==> src/rtl/bcg_pkg.sv <==
package bcg_pkg;
  typedef enum logic [1:0] {
    SRC_PCLK = 2'd0,
    SRC_PRE  = 2'd1,
    SRC_RSVD = 2'd2,
    SRC_EXT  = 2'd3
  } src_e;
endpackage

==> src/rtl/bcg_src_select.sv <==
module bcg_src_select
  import bcg_pkg::*;
#(
  parameter int PRE_DIV     = 8,
  parameter int SYNC_STAGES = 2
) (
  input  logic clk,
  input  logic rst,
  input  src_e sel_i,
  input  logic ext_clk_i,
  output logic src_en_o,
  output logic ext_edge_o
);
  localparam int PRE_W = (PRE_DIV > 1) ? $clog2(PRE_DIV) : 1;
  localparam logic [PRE_W-1:0] PRE_LAST = PRE_W'(PRE_DIV - 1);

  logic [PRE_W-1:0]       pre_cnt;
  logic                   pre_tick;
  logic [SYNC_STAGES-1:0] sync_q;
  logic                   ext_prev;

  always_ff @(posedge clk) begin
    if (rst) pre_cnt <= '0;
    else if (pre_cnt == PRE_LAST) pre_cnt <= '0;
    else pre_cnt <= pre_cnt + 1'b1;
  end
  assign pre_tick = (pre_cnt == PRE_LAST);

  // synchroniser chain, one flop per stage
  genvar g;
  generate
    for (g = 0; g < SYNC_STAGES; g++) begin : g_sync
      if (g == 0) begin : g_first
        always_ff @(posedge clk) begin
          if (rst) sync_q[0] <= 1'b0;
          else sync_q[0] <= ext_clk_i;
        end
      end else begin : g_next
        always_ff @(posedge clk) begin
          if (rst) sync_q[g] <= 1'b0;
          else sync_q[g] <= sync_q[g-1];
        end
      end
    end
  endgenerate

  always_ff @(posedge clk) begin
    if (rst) ext_prev <= 1'b0;
    else ext_prev <= sync_q[SYNC_STAGES-1];
  end
  assign ext_edge_o = sync_q[SYNC_STAGES-1] & ~ext_prev;

  always_comb begin
    unique case (sel_i)
      SRC_PCLK: src_en_o = 1'b1;
      SRC_PRE:  src_en_o = pre_tick;
      SRC_EXT:  src_en_o = ext_edge_o;
      default:  src_en_o = 1'b0;
    endcase
  end


  ext_edge_single_chk: assert property (@(posedge clk) disable iff (rst)
    ext_edge_o |=> !ext_edge_o);

  pre_tick_single_chk: assert property (@(posedge clk) disable iff (rst)
    pre_tick |=> !pre_tick);

  rsvd_silent_chk: assert property (@(posedge clk) disable iff (rst)
    (sel_i == SRC_RSVD) |-> !src_en_o);
endmodule

==> src/rtl/bcg_divider.sv <==
module bcg_divider #(
  parameter int DIV_W = 16
) (
  input  logic             clk,
  input  logic             rst,
  input  logic             src_en_i,
  input  logic [DIV_W-1:0] divisor_i,
  output logic             baud_en_o
);
  logic [DIV_W-1:0] cnt;

  always_ff @(posedge clk) begin
    if (rst) begin
      cnt       <= '0;
      baud_en_o <= 1'b0;
    end else begin
      baud_en_o <= 1'b0;
      if (src_en_i) begin
        if (cnt == '0) begin
          // period boundary: the divisor is sampled only here
          if (divisor_i == DIV_W'(1)) baud_en_o <= 1'b1;
          else if (divisor_i != '0) cnt <= divisor_i - 1'b1;
        end else begin
          cnt <= cnt - 1'b1;
          if (cnt == DIV_W'(1)) baud_en_o <= 1'b1;
        end
      end
    end
  end


  baud_needs_src_chk: assert property (@(posedge clk) disable iff (rst)
    baud_en_o |-> $past(src_en_i));

  zero_div_silent_chk: assert property (@(posedge clk) disable iff (rst)
    (src_en_i && cnt == '0 && divisor_i == '0) |=> !baud_en_o);

  mid_period_hold_chk: assert property (@(posedge clk) disable iff (rst)
    (cnt > DIV_W'(1) && src_en_i) |=> (cnt == $past(cnt) - 1'b1));
endmodule

==> src/rtl/bcg_sampler.sv <==
module bcg_sampler #(
  parameter int OVS_SLOW = 16,
  parameter int OVS_FAST = 8
) (
  input  logic clk,
  input  logic rst,
  input  logic baud_en_i,
  input  logic ext_edge_i,
  input  logic use_ext_i,
  input  logic over_i,
  input  logic sync_i,
  output logic samp_en_o
);
  localparam int OVS_MAX = (OVS_SLOW > OVS_FAST) ? OVS_SLOW : OVS_FAST;
  localparam int OVS_W   = $clog2(OVS_MAX);
  localparam logic [OVS_W-1:0] LAST_SLOW = OVS_W'(OVS_SLOW - 1);
  localparam logic [OVS_W-1:0] LAST_FAST = OVS_W'(OVS_FAST - 1);

  logic [OVS_W-1:0] ocnt;
  logic [OVS_W-1:0] last;

  assign last = over_i ? LAST_FAST : LAST_SLOW;

  always_ff @(posedge clk) begin
    if (rst) begin
      ocnt      <= '0;
      samp_en_o <= 1'b0;
    end else if (sync_i) begin
      ocnt      <= '0;
      samp_en_o <= use_ext_i ? ext_edge_i : baud_en_i;
    end else begin
      samp_en_o <= 1'b0;
      if (baud_en_i) begin
        if (ocnt >= last) begin
          ocnt      <= '0;
          samp_en_o <= 1'b1;
        end else begin
          ocnt <= ocnt + 1'b1;
        end
      end
    end
  end


  async_samp_from_baud_chk: assert property (@(posedge clk) disable iff (rst)
    (samp_en_o && $past(!sync_i)) |-> $past(baud_en_i));

  async_samp_spaced_chk: assert property (@(posedge clk) disable iff (rst)
    (samp_en_o && !sync_i) |=> !samp_en_o);
endmodule

==> src/rtl/baud_clkgen.sv <==
module baud_clkgen
  import bcg_pkg::*;
#(
  parameter int DIV_W       = 16,
  parameter int PRE_DIV     = 8,
  parameter int SYNC_STAGES = 2,
  parameter int OVS_SLOW    = 16,
  parameter int OVS_FAST    = 8
) (
  input  logic             clk,
  input  logic             rst,
  input  logic [1:0]       src_sel,
  input  logic [DIV_W-1:0] divisor,
  input  logic             over_sel,
  input  logic             sync_mode,
  input  logic             ext_clk,
  output logic             baud_en,
  output logic             samp_en
);
  src_e sel;
  logic src_en;
  logic ext_edge;

  assign sel = src_e'(src_sel);

  bcg_src_select #(.PRE_DIV(PRE_DIV), .SYNC_STAGES(SYNC_STAGES)) u_src (
    .clk(clk), .rst(rst), .sel_i(sel), .ext_clk_i(ext_clk),
    .src_en_o(src_en), .ext_edge_o(ext_edge)
  );

  bcg_divider #(.DIV_W(DIV_W)) u_div (
    .clk(clk), .rst(rst), .src_en_i(src_en), .divisor_i(divisor),
    .baud_en_o(baud_en)
  );

  bcg_sampler #(.OVS_SLOW(OVS_SLOW), .OVS_FAST(OVS_FAST)) u_samp (
    .clk(clk), .rst(rst), .baud_en_i(baud_en), .ext_edge_i(ext_edge),
    .use_ext_i(sel == SRC_EXT), .over_i(over_sel), .sync_i(sync_mode),
    .samp_en_o(samp_en)
  );


  reset_quiet_chk: assert property (@(posedge clk)
    $past(rst) |-> (!baud_en && !samp_en));
endmodule

==> config.mk <==
export PLATFORM = sky130hd
export DESIGN_NAME = baud_clkgen
export DESIGN_NICKNAME = d
export VERILOG_FILES = /design/src/rtl/bcg_pkg.sv /design/src/rtl/bcg_src_select.sv /design/src/rtl/bcg_divider.sv /design/src/rtl/bcg_sampler.sv /design/src/rtl/baud_clkgen.sv
export SDC_FILE = /design/constraint.sdc
export NUM_CORES = 1
export LEC_CHECK = 0
export CORE_UTILIZATION = 45
export CTS_CLUSTER_SIZE = 14
export DETAILED_ROUTE_END_ITERATION = 16
export PLACE_DENSITY = 0.71
export SLEW_MARGIN = 20
export SYNTH_ARGS = -nofsm -noshare
export SYNTH_HDL_FRONTEND = slang
export SYNTH_SLANG_ARGS = --single-unit
==> constraint.sdc <==
create_clock -name clk -period 4.88 [get_ports clk]
set_input_delay 0.732 -clock clk [delete_from_list [all_inputs] [get_ports clk]]
set_output_delay 0.732 -clock clk [all_outputs]
set_load 0.01 [all_outputs]
==> impl_metrics.prom <==
# TYPE chip_impl_metric gauge
chip_impl_metric{name="route.detailed.drc",unit=""} 0
chip_impl_info{name="clock_tree.root_cell",value="sky130_fd_sc_hd__clkbuf_8"} 1
chip_impl_metric{name="synth-edff-count",unit=""} 0
chip_impl_metric{name="yosys.cell_types.count",unit=""} 53
chip_impl_metric{name="gate_count_after_technology_mapping",unit=""} 240
chip_impl_metric{name="number_of_buffer_cells_added_on_primary_ports",unit=""} 24
chip_impl_info{name="rsz0062_at_grt",value="false"} 1
chip_impl_metric{name="netlist.area_leader.share",unit=""} 0.2864
chip_impl_info{name="post_synth_main_area_contributors",value="sky130_fd_sc_hd__dfxtp_1 29%, sky130_fd_sc_hd__ha_1 5.8%, sky130_fd_sc_hd__a21oi_1 3.6%"} 1
chip_impl_metric{name="vias",unit=""} 1985
chip_impl_metric{name="core_area",unit="sq um"} 4086
chip_impl_metric{name="period_share",unit=""} 0.6107
chip_impl_metric{name="worst_ir_drop_vdd",unit="mV"} 0.4877
chip_impl_metric{name="drtIter0Drc",unit=""} 155
chip_impl_metric{name="wirelength",unit="um"} 5079
chip_impl_metric{name="tightestPinTransition",unit="ns"} 0.8221
chip_impl_metric{name="final_hold_viol_count",unit=""} 0
chip_impl_metric{name="boundaryPins",unit=""} 25
chip_impl_metric{name="pnr_total_power",unit="mW"} 1.607
chip_impl_info{name="synth_ff_type",value="sky130_fd_sc_hd__dfxtp_1"} 1
chip_impl_metric{name="clock_skew",unit="ns"} 0.005914
chip_impl_metric{name="post_syn_area_per_cell",unit="sq um"} 8.154
chip_impl_info{name="cts_tree",value="built"} 1
chip_impl_metric{name="die_height",unit="um"} 67.95
chip_impl_metric{name="endpoints_failing_setup",unit=""} 0
chip_impl_info{name="run_status",value="finished clean"} 1
chip_impl_metric{name="powerDensity",unit="nW/um^2"} 703.9
chip_impl_metric{name="place_hpwl",unit="um"} 3752
chip_impl_metric{name="finalSetupTns",unit="ns"} 0
chip_impl_metric{name="numCtsBuffers",unit=""} 3
chip_impl_metric{name="finalInstanceArea",unit="sq um"} 2282
chip_impl_metric{name="num-fill-cells",unit=""} 388
chip_impl_metric{name="synth_nets",unit=""} 272
chip_impl_metric{name="max-cap-violations",unit=""} 0
chip_impl_info{name="start_kind",value="input pin"} 1
chip_impl_metric{name="layout_min_cycle_time",unit="ns"} 2.980
chip_impl_metric{name="die_w",unit="um"} 67.95
chip_impl_info{name="synth_common_cells",value="28 x sky130_fd_sc_hd__dfxtp_1, 15 x sky130_fd_sc_hd__nor2_1, 14 x sky130_fd_sc_hd__a21oi_1"} 1
chip_impl_metric{name="num-nets-final",unit=""} 293
chip_impl_metric{name="leakagePower",unit="nW"} 0.7887
chip_impl_metric{name="final_layout_size_suffix_gt1_frac",unit=""} 0.05000
chip_impl_metric{name="start_util",unit=""} 0.4789
chip_impl_metric{name="vias_per_cell",unit=""} 6.403
chip_impl_metric{name="routed_wire_length_per_instance",unit="um"} 16.38
chip_impl_metric{name="clock_insertion_delay_worst_skew",unit="ns"} 0.27
chip_impl_metric{name="flow.area_growth_from_synthesis",unit="%"} 16.62
chip_impl_info{name="synth_top_cell_by_area",value="sky130_fd_sc_hd__dfxtp_1"} 1
chip_impl_info{name="setup.worst_path.class",value="input pin to register"} 1
chip_impl_metric{name="grt_pass1_vias",unit=""} 1787
chip_impl_metric{name="synth.cell_area",unit="sq um"} 1957
chip_impl_metric{name="insertedDiodeCount",unit=""} 0
chip_impl_metric{name="grt_first_pass_wirelength",unit="um"} 8093
chip_impl_metric{name="slew-limit-headroom",unit=""} 0.4468
chip_impl_metric{name="ctsHtreeMaxLevel",unit=""} 1
chip_impl_metric{name="number_of_antenna_violations_at_the_first_check_in_global_routing",unit=""} 0
chip_impl_info{name="yosysMostFrequentCell",value="sky130_fd_sc_hd__dfxtp_1"} 1
chip_impl_metric{name="fp.dieArea",unit="sq um"} 4617
chip_impl_metric{name="clock_sinks",unit=""} 28
chip_impl_metric{name="clk_pin_slew",unit="ns"} 0.09
chip_impl_metric{name="synth_async_sr_flop_share",unit=""} 0
chip_impl_info{name="timing.hold.worst.class",value="register to register"} 1
chip_impl_metric{name="layout.core_utilization",unit=""} 0.5585
chip_impl_metric{name="postRouteAntennaNets",unit=""} 0
chip_impl_metric{name="drt-pass1-iter-count",unit=""} 5
chip_impl_metric{name="max_frequency",unit="MHz"} 335.5
chip_impl_info{name="cp-end-kind",value="register"} 1
chip_impl_metric{name="worst-endpoint-arrival",unit="ns"} 3.16
chip_impl_metric{name="rows",unit=""} 23
chip_impl_metric{name="maximum_number_of_pins_on_one_net_before_global_route_repair",unit=""} 28
chip_impl_metric{name="postCtsHoldBufs",unit=""} 0
chip_impl_metric{name="required",unit="ns"} 5.06
chip_impl_metric{name="post_cts_resized",unit=""} 0
chip_impl_metric{name="post-cts-setup-buffer-count",unit=""} 0
chip_impl_metric{name="cts-root-to-sink-buffers",unit=""} 2
chip_impl_metric{name="fin_hold_ws",unit="ns"} 0.4321
chip_impl_metric{name="drv_slew",unit=""} 0
chip_impl_metric{name="yosysWarningCount",unit=""} 0
chip_impl_metric{name="routability_congestion",unit=""} 0.9042
chip_impl_metric{name="all_layer_gr_usage",unit=""} 0.2311
chip_impl_metric{name="critical_path.max_fanout",unit=""} 9
chip_impl_metric{name="grt_overflow_total",unit=""} 0
chip_impl_metric{name="placed_area",unit="sq um"} 2227
chip_impl_metric{name="seq_area_frac_synth",unit=""} 0.2864
chip_impl_metric{name="yosys_register_bits",unit=""} 28
==> path summary, 6_finish.rpt <==
path	depth (start not counted)	slack (ns)	endpoint	startpoint
worst max-delay path	6	1.90	u_div.cnt[15]$_SDFFE_PP0P_	divisor[4]
worst max register to register	5	2.32	u_div.cnt[9]$_SDFFE_PP0P_	u_div.cnt[6]$_SDFFE_PP0P_
worst min register to register	1	0.43	u_src.pre_cnt[0]$_SDFF_PP0_	u_src.pre_cnt[0]$_SDFF_PP0_
worst min-delay path	1	0.43	u_src.pre_cnt[0]$_SDFF_PP0_	u_src.pre_cnt[0]$_SDFF_PP0_
==> flip-flops by register name, summed over array words and instances, names as in the netlist <==
signal and cells:
u_div.cnt 16, u_samp.ocnt 4, u_src.pre_cnt 3, u_src.sync_q 2
u_div.baud_en_o 1, u_samp.samp_en_o 1, u_src.ext_prev 1
==> metal layers <==
| layer | part of all wire | global-route usage |
|---|---|---|
| met2 | 0.44 | 0.3542 |
| met3 | 0.049 | 0.04333 |
| met4 | 0.024 | 0.09115 |
| met5 | 0 | 0 |
| met1 | 0.48 | 0.3156 |
==> power breakdown <==
group | switching, mW | internal [mW] | total [mW]
logic | 0.724 | 0.395 | 1.12
clock network | 0.0702 | 0.0723 | 0.142
registers | 0.0542 | 0.291 | 0.345
total | 0.848 | 0.758 | 1.61
==> kinds of logic after synthesis <==
logic type | after synthesis | share of synthesized area
XOR/XNOR | 12 | 0.05371
multiplexers | 1 | 0.005115
buffers and inverters | 22 | 0.04731
adder cells (fa/ha/maj) | 9 | 0.05755
AND/OR/NAND/NOR | 94 | 0.2794
flip-flops | 28 | 0.2864
AO/OA/AOI/OAI | 74 | 0.2705
==> stage by stage <==
| stage | worst slack, ns | std cells |
|---|---|---|
| floorplan | 2.566 | 240 |
| global placement | 1.766 | 306 |
| detailed placement | 1.703 | 306 |
| CTS | 1.942 | 310 |
| global route | 1.646 | 310 |
| finish | 1.900 | 310 |
==> placed cells by master (no fill, tap or decap), types with 2 or more instances in the layout <==
cell type and n:
sky130_fd_sc_hd__o21ai_1 2, sky130_fd_sc_hd__nor3_1 10, sky130_fd_sc_hd__nand2_1 11, sky130_fd_sc_hd__or4_1 3, sky130_fd_sc_hd__xnor2_1 7, sky130_fd_sc_hd__o211ai_1 4, sky130_fd_sc_hd__clkbuf_8 4, sky130_fd_sc_hd__or3_1 9
sky130_fd_sc_hd__nand4b_1 2, sky130_fd_sc_hd__inv_1 12, sky130_fd_sc_hd__ha_1 9, sky130_fd_sc_hd__o21a_1 2, sky130_fd_sc_hd__nor2b_1 8, sky130_fd_sc_hd__o32ai_1 4, sky130_fd_sc_hd__o22ai_1 3, sky130_fd_sc_hd__a21oi_1 14
sky130_fd_sc_hd__o41ai_1 5, sky130_fd_sc_hd__a211oi_1 6, sky130_fd_sc_hd__o311ai_0 2, sky130_fd_sc_hd__dfxtp_1 28, sky130_fd_sc_hd__clkdlybuf4s50_1 24, sky130_fd_sc_hd__a31oi_1 5, sky130_fd_sc_hd__nand2b_1 2, sky130_fd_sc_hd__buf_4 2
sky130_fd_sc_hd__o31ai_1 4, sky130_fd_sc_hd__xor2_1 5, sky130_fd_sc_hd__nor4_1 7, sky130_fd_sc_hd__nand4_1 7, sky130_fd_sc_hd__nor2_1 15, sky130_fd_sc_hd__nor3b_1 3, sky130_fd_sc_hd__o2111ai_1 4, sky130_fd_sc_hd__o21ai_0 9
sky130_fd_sc_hd__nand3_1 9
==> critical path: stages <==
cell,delay [ns]
sky130_fd_sc_hd__clkdlybuf4s50_1,0.52
sky130_fd_sc_hd__nor4_2,0.64
sky130_fd_sc_hd__nand2_1,0.24
sky130_fd_sc_hd__o211ai_1,0.64
sky130_fd_sc_hd__o22ai_1,0.19
sky130_fd_sc_hd__a21o_1,0.20
==> area by class of cell <==
class / count / area (sq um) / area share
multi-input combinational: 190 / 1304 / 0.5713
sequential: 28 / 560.5 / 0.2456
tap: 50 / 62.56 / 0.02741
timing repair buffer: 26 / 255.2 / 0.1118
inverter: 12 / 45.04 / 0.01974
clock buffer: 4 / 55.05 / 0.02412
Note: power is estimated with default switching activity, not from simulation.
